<file path="src/rtl/uart_tx_pkg.sv">
package uart_tx_pkg;
  typedef struct packed {
    logic long_word;
    logic par_en;
    logic par_odd;
  } tx_cfg_t;

  typedef enum logic [1:0] {
    SRC_NONE,
    SRC_PRE,
    SRC_DATA
  } tx_src_e;
endpackage

</file>
<file path="src/rtl/uart_tx_frame.sv">
module uart_tx_frame
  import uart_tx_pkg::*;
#(
  parameter int DATA_W = 9
) (
  input  logic [DATA_W-1:0] data_i,
  input  tx_cfg_t           cfg_i,
  input  logic              pre_i,
  output logic [DATA_W+1:0] frame_o
);
  int   len;
  logic par;

  always_comb begin
    len = cfg_i.long_word ? DATA_W : DATA_W - 1;
    par = cfg_i.par_odd;
    for (int i = 0; i < DATA_W - 1; i++) begin
      if (i < len - 1) par = par ^ data_i[i];
    end
    frame_o = '1;
    if (!pre_i) begin
      frame_o[0] = 1'b0;
      for (int i = 0; i < DATA_W; i++) begin
        if (i < len) frame_o[i+1] = (cfg_i.par_en && i == len - 1) ? par : data_i[i];
      end
    end
  end
endmodule

</file>
<file path="src/rtl/uart_tx_hold.sv">
module uart_tx_hold #(
  parameter int DATA_W = 9
) (
  input  logic              clk_i,
  input  logic              rst_ni,
  input  logic              wr_i,
  input  logic [DATA_W-1:0] data_i,
  input  logic              te_i,
  input  logic              take_pre_i,
  input  logic              take_dat_i,
  output logic [DATA_W-1:0] data_o,
  output logic              full_o,
  output logic              pre_o,
  output logic              armed_o
);
  always_ff @(posedge clk_i or negedge rst_ni) begin
    if (!rst_ni) begin
      data_o  <= '0;
      full_o  <= 1'b0;
      pre_o   <= 1'b0;
      armed_o <= 1'b0;
    end else begin
      if (wr_i) begin
        data_o <= data_i;
        full_o <= 1'b1;
      end else if (take_dat_i) begin
        full_o <= 1'b0;
      end
      // preamble armed by each enable rise, dropped when disabled
      if (!te_i)           pre_o <= 1'b0;
      else if (!armed_o)   pre_o <= 1'b1;
      else if (take_pre_i) pre_o <= 1'b0;
      armed_o <= te_i;
    end
  end
endmodule

</file>
<file path="src/rtl/uart_tx_shift.sv">
module uart_tx_shift #(
  parameter int DATA_W  = 9,
  parameter int OVS     = 16,
  parameter int LOAD_PT = 9
) (
  input  logic              clk_i,
  input  logic              rst_ni,
  input  logic              tick_i,
  input  logic              long_i,
  input  logic              req_i,
  input  logic [DATA_W+1:0] frame_i,
  output logic              take_o,
  output logic              active_o,
  output logic              line_o
);
  localparam int FRAME_W = DATA_W + 2;
  localparam int IDX_W   = $clog2(FRAME_W);
  localparam int CNT_W   = $clog2(OVS);

  logic               active_q, nxt_q;
  logic [IDX_W-1:0]   idx_q, last;
  logic [CNT_W-1:0]   cnt_q;
  logic [FRAME_W-1:0] frame_q;
  logic               at_stop, mid_stop, bit_end;

  assign last     = long_i ? IDX_W'(FRAME_W - 1) : IDX_W'(FRAME_W - 2);
  assign at_stop  = (idx_q == last);
  assign mid_stop = at_stop && (cnt_q == CNT_W'(LOAD_PT - 1));
  assign bit_end  = (cnt_q == CNT_W'(OVS - 1));
  assign take_o   = tick_i && req_i && (!active_q || (mid_stop && !nxt_q));
  assign active_o = active_q;
  assign line_o   = (!active_q || at_stop) ? 1'b1 : frame_q[idx_q];

  always_ff @(posedge clk_i or negedge rst_ni) begin
    if (!rst_ni) begin
      active_q <= 1'b0;
      nxt_q    <= 1'b0;
      idx_q    <= '0;
      cnt_q    <= '0;
      frame_q  <= '1;
    end else if (tick_i) begin
      if (!active_q) begin
        if (take_o) begin
          frame_q  <= frame_i;
          active_q <= 1'b1;
          idx_q    <= '0;
          cnt_q    <= '0;
        end
      end else begin
        // next frame captured mid-stop; stop bit keeps running
        if (take_o) begin
          frame_q <= frame_i;
          nxt_q   <= 1'b1;
        end
        if (bit_end) begin
          cnt_q <= '0;
          if (at_stop) begin
            if (nxt_q) begin
              idx_q <= '0;
              nxt_q <= 1'b0;
            end else begin
              active_q <= 1'b0;
            end
          end else begin
            idx_q <= idx_q + 1'b1;
          end
        end else begin
          cnt_q <= cnt_q + 1'b1;
        end
      end
    end
  end
endmodule

</file>
<file path="src/rtl/uart_tx_handoff.sv">
module uart_tx_handoff
  import uart_tx_pkg::*;
#(
  parameter int DATA_W  = 9,
  parameter int OVS     = 16,
  parameter int LOAD_PT = 9
) (
  input  logic              clk_i,
  input  logic              rst_ni,
  input  logic              baud_tick_i,
  input  logic              te_i,
  input  logic              tie_i,
  input  logic              word9_i,
  input  logic              par_en_i,
  input  logic              par_odd_i,
  input  logic              wr_i,
  input  logic [DATA_W-1:0] wdata_i,
  input  logic              gp_port_i,
  input  logic              gp_dir_i,
  output logic              txd_o,
  output logic              txd_oe_o,
  output logic              tx_empty_o,
  output logic              tx_done_o,
  output logic              irq_o
);
  localparam int FRAME_W = DATA_W + 2;

  tx_cfg_t            cfg;
  tx_src_e            src;
  logic [DATA_W-1:0]  dr;
  logic [FRAME_W-1:0] frame;
  logic               full, pre, armed, active, line, take, req, own;

  assign cfg = '{long_word: word9_i, par_en: par_en_i, par_odd: par_odd_i};
  assign req = te_i && armed && (pre || full);
  assign src = !take ? SRC_NONE : (pre ? SRC_PRE : SRC_DATA);

  uart_tx_hold #(.DATA_W(DATA_W)) u_hold (
    .clk_i      (clk_i),
    .rst_ni     (rst_ni),
    .wr_i       (wr_i),
    .data_i     (wdata_i),
    .te_i       (te_i),
    .take_pre_i (src == SRC_PRE),
    .take_dat_i (src == SRC_DATA),
    .data_o     (dr),
    .full_o     (full),
    .pre_o      (pre),
    .armed_o    (armed)
  );

  uart_tx_frame #(.DATA_W(DATA_W)) u_frame (
    .data_i  (dr),
    .cfg_i   (cfg),
    .pre_i   (pre),
    .frame_o (frame)
  );

  uart_tx_shift #(.DATA_W(DATA_W), .OVS(OVS), .LOAD_PT(LOAD_PT)) u_shift (
    .clk_i    (clk_i),
    .rst_ni   (rst_ni),
    .tick_i   (baud_tick_i),
    .long_i   (word9_i),
    .req_i    (req),
    .frame_i  (frame),
    .take_o   (take),
    .active_o (active),
    .line_o   (line)
  );

  // line owned while enabled or while a frame is still draining
  assign own        = te_i || active;
  assign txd_o      = own ? line : gp_port_i;
  assign txd_oe_o   = own ? 1'b1 : gp_dir_i;
  assign tx_empty_o = !full;
  assign tx_done_o  = !active && !full && !pre;
  assign irq_o      = tie_i && !full;
endmodule

</file>
<file path="config.mk">
export PLATFORM = sky130hd
export DESIGN_NAME = uart_tx_handoff
export DESIGN_NICKNAME = d
export VERILOG_FILES = /design/src/rtl/uart_tx_pkg.sv /design/src/rtl/uart_tx_frame.sv /design/src/rtl/uart_tx_hold.sv /design/src/rtl/uart_tx_shift.sv /design/src/rtl/uart_tx_handoff.sv
export SDC_FILE = /design/constraint.sdc
export NUM_CORES = 1
export LEC_CHECK = 0
export ABC_CLOCK_PERIOD_IN_PS = 1720
export CORE_ASPECT_RATIO = 1.4
export CORE_MARGIN = 2
export CORE_UTILIZATION = 25
export DETAILED_ROUTE_END_ITERATION = 10
export PLACE_DENSITY = 0.5
export SLEW_MARGIN = 5
export SYNTH_ARGS = -nofsm -noshare
export SYNTH_HDL_FRONTEND = slang
export SYNTH_SLANG_ARGS = --single-unit
</file>
<file path="constraint.sdc">
create_clock -name clk_i -period 1.72 [get_ports clk_i]
set_input_delay 0.172 -clock clk_i [delete_from_list [all_inputs] [get_ports clk_i]]
set_output_delay 0.172 -clock clk_i [all_outputs]
set_load 0.01 [all_outputs]
</file>
# [After elaboration in Yosys (flattened, before gate mapping)]
# Index checks and enable logic that the tools add are counted.
[op_classes] eq_ne=16 n_reduce_logical=33 n_lt_le_gt_ge=18 n_bitwise=8 n_mux=57 addsub=3
[ops] operator="< comparator 4 x 32 -> 1 bit, first input constant" n=8
[ops] operator="equality test 4 x 32 -> 1 bit, first input constant" n=4
[ops] operator="< comparator 3 x 32 -> 1 bit, first input constant" n=4
[ops] operator="equality test 3 x 32 -> 1 bit, first input constant" n=2
[ops] operator="< comparator 1 x 32 -> 1 bit, first input constant" n=2
[ops] operator="< comparator 2 x 32 -> 1 bit, first input constant" n=2
[ops] operator="2-to-1 mux 1 bit" n=45
[ops] operator="equality test 2 x 32 -> 1 bit, first input constant" n=1
[ops] operator="equality test 5 x 32 -> 1 bit, first input constant" n=1
[ops] operator="logical NOT 32 bit" n=1
[ops] operator="< comparator 5 x 32 -> 1 bit, first input constant" n=1
[ops] operator="subtractor 32 x 2 -> 32 bit, second input constant" n=1
[ops] operator="2-to-1 mux 4 bit" n=7
[ops] operator="logical AND 1 bit" n=18
[ops] operator="2-to-1 mux 10 bit" n=1
[ops] operator="adder 4 x 1 -> 4 bit, second input constant" n=2
[ops] operator="equality test 4 bit, second input constant" n=2
[ops] operator="bitwise XOR 1 bit" n=8
[ops] operator="2-to-1 mux 2 bit" n=3
[ops] operator="AND reduction 2 bit" n=3
[ops] operator="< comparator 4 x 5 -> 1 bit, second input constant" n=1
[ops] operator="binary-select mux 1 bit (select 4 bit)" n=1
[ops] operator="equality test 4 bit" n=1
[ops] operator="logical NOT 1 bit" n=4
[ops] operator="8 further kinds" n=12
[totals] inputBits=20 register_bits=32 elab_cells=144

# [Logic depth before layout (Yosys ltp)]
[logic_depth] word_depth=21 ltp_mapped=8 depth_no_buf=7

# [Hierarchy]
# Synthesis repeated with hierarchy kept, for this count alone.
[unflattened] cells_unflattened=217 area_unflattened_um2=2143.3
[modules_own_cells] mod="uart_tx_shift" seq_area_each_um2=539.3 cells_each=157 instances=1 area_per_inst_um2=1421.4
[modules_own_cells] mod="uart_tx_hold" seq_area_each_um2=300.3 cells_each=26 instances=1 area_per_inst_um2=473.0
[modules_own_cells] mod="uart_tx_frame" seq_area_each_um2=0.0 cells_each=25 instances=1 area_per_inst_um2=190.2
[modules_own_cells] mod="uart_tx_handoff" seq_area_each_um2=0.0 cells_each=9 instances=1 area_per_inst_um2=58.8

# [Least setup slack after synthesis]
# Ideal clock, no wire load.
[synth_timing] path_kind="register -> register" startpoint="reg u_shift.idx_q[0]" endpoint="reg u_shift.frame_q[9]" stages_incl_launch_ff=7 path_slack_ns=-0.046 arrival_time_ns=1.684 required_time_ns=1.638 n_path_buf=2 cell_sequence="dfrtp_1 -> buf_4 -> nor3b_1 -> o21ai_1 -> o32a_1 -> buf_6 -> o31a_1"
[synth_via] elab_chain_cells=6
[synth_lines] item="start: declaration" line="uart_tx_shift.sv:21" source="logic [IDX_W-1:0] idx_q, last;"
[synth_lines] item="start signal: assignment" line="uart_tx_shift.sv:65" source="idx_q <= idx_q + 1'b1;"
[synth_lines] item="equality test 4 bit" line="uart_tx_shift.sv:27" source="assign at_stop = (idx_q == last);"
[synth_lines] item="logical AND 1 bit" line="uart_tx_shift.sv:28" source="assign mid_stop = at_stop && (cnt_q == CNT_W'(LOAD_PT - 1));"
[synth_lines] item="logical AND 1 bit" line="uart_tx_shift.sv:30" source="assign take_o = tick_i && req_i && (!active_q || (mid_stop && !nxt_q));"
[synth_lines] item="logical OR 1 bit" line="uart_tx_shift.sv:30"
[synth_lines] item="logical AND 1 bit" line="uart_tx_shift.sv:30"
[synth_lines] item="AND reduction 2 bit (no source line)"
[synth_lines] item="end signal: assignment" line="uart_tx_shift.sv:44" source="frame_q <= frame_i;"
[synth_lines] item="end signal: assignment" line="uart_tx_shift.sv:52" source="frame_q <= frame_i;"
[synth_lines] item="end: declaration" line="uart_tx_shift.sv:23" source="logic [FRAME_W-1:0] frame_q;"
# No other way between the ends.
# A chain may end at the register's enable or synchronous reset.

# [Final worst setup path]
[layout_timing] startpoint="reg u_shift.idx_q[0]" endpoint="out txd_o"
[layout_via] elab_chain_cells=4 elab_cells_between_ends=6
[layout_lines] item="binary-select mux 1 bit (select 4 bit) or equality test 4 bit (tied branches)" line="uart_tx_shift.sv:32, uart_tx_shift.sv:27"
[layout_lines] item="2-to-1 mux 1 bit (implied by the code) or logical OR 1 bit (tied branches)" line="uart_tx_shift.sv:32" source="assign line_o = (!active_q || at_stop) ? 1'b1 : frame_q[idx_q];"
[layout_lines] item="2-to-1 mux 1 bit *" line="uart_tx_shift.sv:32"
[layout_lines] item="2-to-1 mux 1 bit *" line="uart_tx_handoff.sv:73" source="assign txd_o = own ? line : gp_port_i;"
[layout_lines] item="end: declaration" line="uart_tx_handoff.sv:20" source="output logic txd_o,"
# Every way passes the cells marked *; elsewhere a longest branch is shown, timed or not. The select of a mux whose other input is x is not followed.

==> results_dict.tcl <==
set metrics [dict create \
    outcome "finished, violations left" \
    violations "negative setup slack" \
    final_area_sq_um 2450 \
    place_hpwl_microns 2770 \
    dieWidth_microns 73.3 \
    area_growth_pct 45.9 \
    synth_xor_xnor_area_share 0.0498 \
    portBuffers 24 \
    synth_compound_area_frac 0.155 \
    synth_top_family_by_area "compound AO/OA/AOI/OAI gates" \
    setup_violations 15 \
    slew_violations 0 \
    synth-simple-area-share 0.146 \
    synth_seq_cells 32 \
    die_area_sq_um 7410 \
    drive_above_1_share 0.385 \
    synthArstFlopShare 1.00 \
    rsz0062_at_grt "true" \
    rows 35 \
    worst_skew_pair.late_latency_ns 0.28 \
    finalNonFillerCells 292 \
    ys_types 44 \
    crit_fanout 4 \
    min_path_type "in2async" \
    cap_violations 0 \
    clock_path_buffers 2 \
    syn_area_sq_um 1680 \
    vdd_drop_max_uv 462 \
    antenna_found_initial 0 \
    dr.pass1.iters 4 \
    period_share 1.13 \
    pin_count 25 \
    slew_headroom 0.716 \
    drt.antenna.violating_nets 0 \
    fin_crit_ns 1.95 \
    combPwrFrac 0.378 \
    grt_pass1_vias 1372 \
    gr-total-overflow 0 \
    ys_seq_area_frac 0.483 \
    hold_slack_ns 0.294 \
    critPathArrivalTime_ns 1.77 \
    fill_cells 676 \
    r2r-start "u_shift.idx_q[0]" \
    numCtsBuffers 5 \
    viasPerCell 4.71 \
    n_antenna_cell 0 \
    cts.reportedPaths.clkPinSlew_ns 0.06 \
    synth_ff_type "dfrtp_1" \
    syn_nets 182 \
    slowest_delay_ns 0.51 \
    r2r_slack_ns -0.13 \
    required_ns 1.55 \
    grt_use_total 0.115 \
    fin_nets 240 \
    crit_slowest_cell "mux4_2" \
    htreeDepth 2 \
    p_int_mw 1.90 \
    synth-edff-count 0 \
    cts_num_sinks 32 \
    synthMuxAreaShare 0.106 \
    tightestPinTransition_ns 0.426 \
    worstSetupPathType "reg2out" \
    power_density_nw_per_um2 1120 \
    crit_path_start_kind "flop" \
    detail_route.wl_per_cell_microns 13.2 \
    place_area_sq_um 2180 \
    power.share.switching 0.308 \
    crit_path_end_kind "primary output" \
    worstPathCellList "mux4_2 > mux2i_1 > o2111ai_1 > o31a_1 > buf_2" \
    core_sq_um 6570 \
    p_sw_uw 843 \
    place.gp.congestion 0.779 \
    clock_skew_ns 0.00571 \
    r2r_end "u_shift.frame_q[0]" \
    drc 0 \
    setup_tns_ns -0.628 \
    die_y_microns 101 \
    clock_power_share 0.216 \
    tritoncts "done" \
    power.share.sequential 0.406 \
    wl_microns 3850 \
    rr_worst_depth 6 \
    start_util 0.256 \
    synth_fa_ha_area_frac 0.0223 \
    syn-instance-count 159 \
    grt_pass1_wl_microns 6450 \
    drt_iter0_markers 36 \
    holdBufCountCts 0 \
    power_leakage_nw 1.06 \
    vias 1376 \
    grt_start_max_net_pins 33 \
    finalWorstSetupSlack_ns -0.226 \
    power_mw 2.74 \
    cts-root-buf "clkbuf_8" \
    synth.avg_cell_area_sq_um 10.6 \
    ys.warnings.count 0 \
    finalHoldViolCount 0 \
    max_freq_mhz 514 \
    placed_cells 277 \
]
==> critical path: cells and delay by family (launching register included) <==
family	cells	cell delay [ns]
AOI/OAI and AO/OA	2	0.27
DFF	1	0.41
buffers and inverters	1	0.14
muxes	2	0.68
==> power by group through the flow <==
stage | Combinational, mW | Sequential [mW] | Clock, mW
after global placement | 0.959 | 1.11 | 0
after CTS | 0.972 | 1.10 | 0.619
after detailed placement | 0.969 | 1.11 | 0
final | 1.04 | 1.11 | 0.591
after floorplan | 0.578 | 1.10 | 0
after global routing | 1.17 | 1.14 | 0.654
==> cell usage after synthesis, types with 3 or more instances <==
cell / instances / area, sq um
nand3_1: 7 / 35.0
ha_1: 3 / 37.5
xnor2_1: 6 / 52.6
a22o_1: 4 / 35.0
nor2b_1: 4 / 25.0
nand2_1: 17 / 63.8
dfrtp_1: 22 / 551
nor2_1: 11 / 41.3
a21oi_1: 3 / 15.0
clkbuf_1: 4 / 15.0
o21ai_0: 12 / 60.1
dfstp_2: 10 / 263
or3_1: 4 / 25.0
mux2_2: 10 / 113
inv_1: 7 / 26.3
==> final cells by class <==
type                       instances  area (sq um)  share of cell area
multi-input combinational        113           907               0.370
sequential                        32           816               0.332
timing repair buffer              58           523               0.213
tap                               74          92.6              0.0377
clock buffer                       8          90.1              0.0367
inverter                           7          26.3              0.0107
==> kinds of logic (layout without fill, tap and decap cells) <==
family,Yosys count,after routing
multiplexers,14,14
XOR/XNOR,8,8
AO/OA/AOI/OAI,37,37
buffers and inverters,14,73
adder cells (fa/ha/maj),3,3
AND/OR/NAND/NOR,51,51
flip-flops,32,32
==> placed cells by master, fill, tap and decap left out, types with 2 or more instances in the layout <==
cell | synthesis | layout
a22o_1 | 4 | 4
o21ai_1 | 1 | 4
buf_6 | 1 | 2
mux2i_1 | 2 | 2
a21oi_1 | 3 | 3
buf_4 | 1 | 30
clkbuf_1 | 4 | 2
a21o_1 | 2 | 2
dlygate4sd2_1 | 0 | 2
o21ai_0 | 12 | 5
dfrtp_1 | 22 | 20
xnor2_1 | 6 | 6
nand3_1 | 7 | 7
mux4_2 | 2 | 2
inv_1 | 7 | 7
clkbuf_8 | 0 | 6
nor2_1 | 11 | 10
o31a_1 | 2 | 2
or3_1 | 4 | 3
nor2b_1 | 4 | 4
dfstp_2 | 10 | 10
clkdlybuf4s50_1 | 0 | 20
mux2_2 | 10 | 10
o21ai_2 | 0 | 3
nand2_1 | 17 | 14
nand2_2 | 0 | 3
dfrtp_2 | 0 | 2
ha_1 | 3 | 2
==> flip-flops by register name, summed over array words and instances, names as in the netlist <==
signal	count
u_shift.active_o	1
u_hold.pre_o	1
u_shift.idx_q	4
u_shift.nxt_q	1
u_hold.data_o	9
u_hold.armed_o	1
u_shift.cnt_q	4
u_shift.frame_q	10
u_hold.full_o	1
==> timing repair <==
item / 4_1_cts / 5_1_grt
setup buffers: 3 / 3
gates cloned: 0 / 1
setup endpoints to repair: 20 / 19
gates resized for setup: 13 / 31
pin swaps: 1 / 5
==> per-stage QoR <==
step / setup WS, ns / util
after floorplan: -0.0354 / -
after global placement: -0.361 / 0.332
after detailed placement: -0.415 / 0.332
after CTS: -0.266 / 0.351
after global routing: -0.370 / 0.374
final: -0.226 / 0.374
==> worst max path at each step <==
stage	slack, ns	endpoint	cells past startpoint	start
after floorplan	-0.04	u_shift.frame_q[9]	6	u_shift.idx_q[0]
after global placement	-0.36	u_shift.frame_q[4]	6	baud_tick_i
after detailed placement	-0.42	u_shift.frame_q[4]	6	baud_tick_i
after CTS	-0.27	txd_o	5	u_shift.idx_q[0]
after global routing	-0.37	txd_o	5	u_shift.idx_q[0]
final	-0.23	txd_o	5	u_shift.idx_q[0]
==> per-layer routing <==
layer / GRT usage / vias up / routed length, microns
li1: - / 681 / -
met1: 0.142 / 666 / 1620
met2: 0.188 / 23 / 2030
met3: 0.0330 / 6 / 134
met4: 0.0420 / 0 / 63
met5: 0 / - / 0
(Power assumes the default switching activity.)
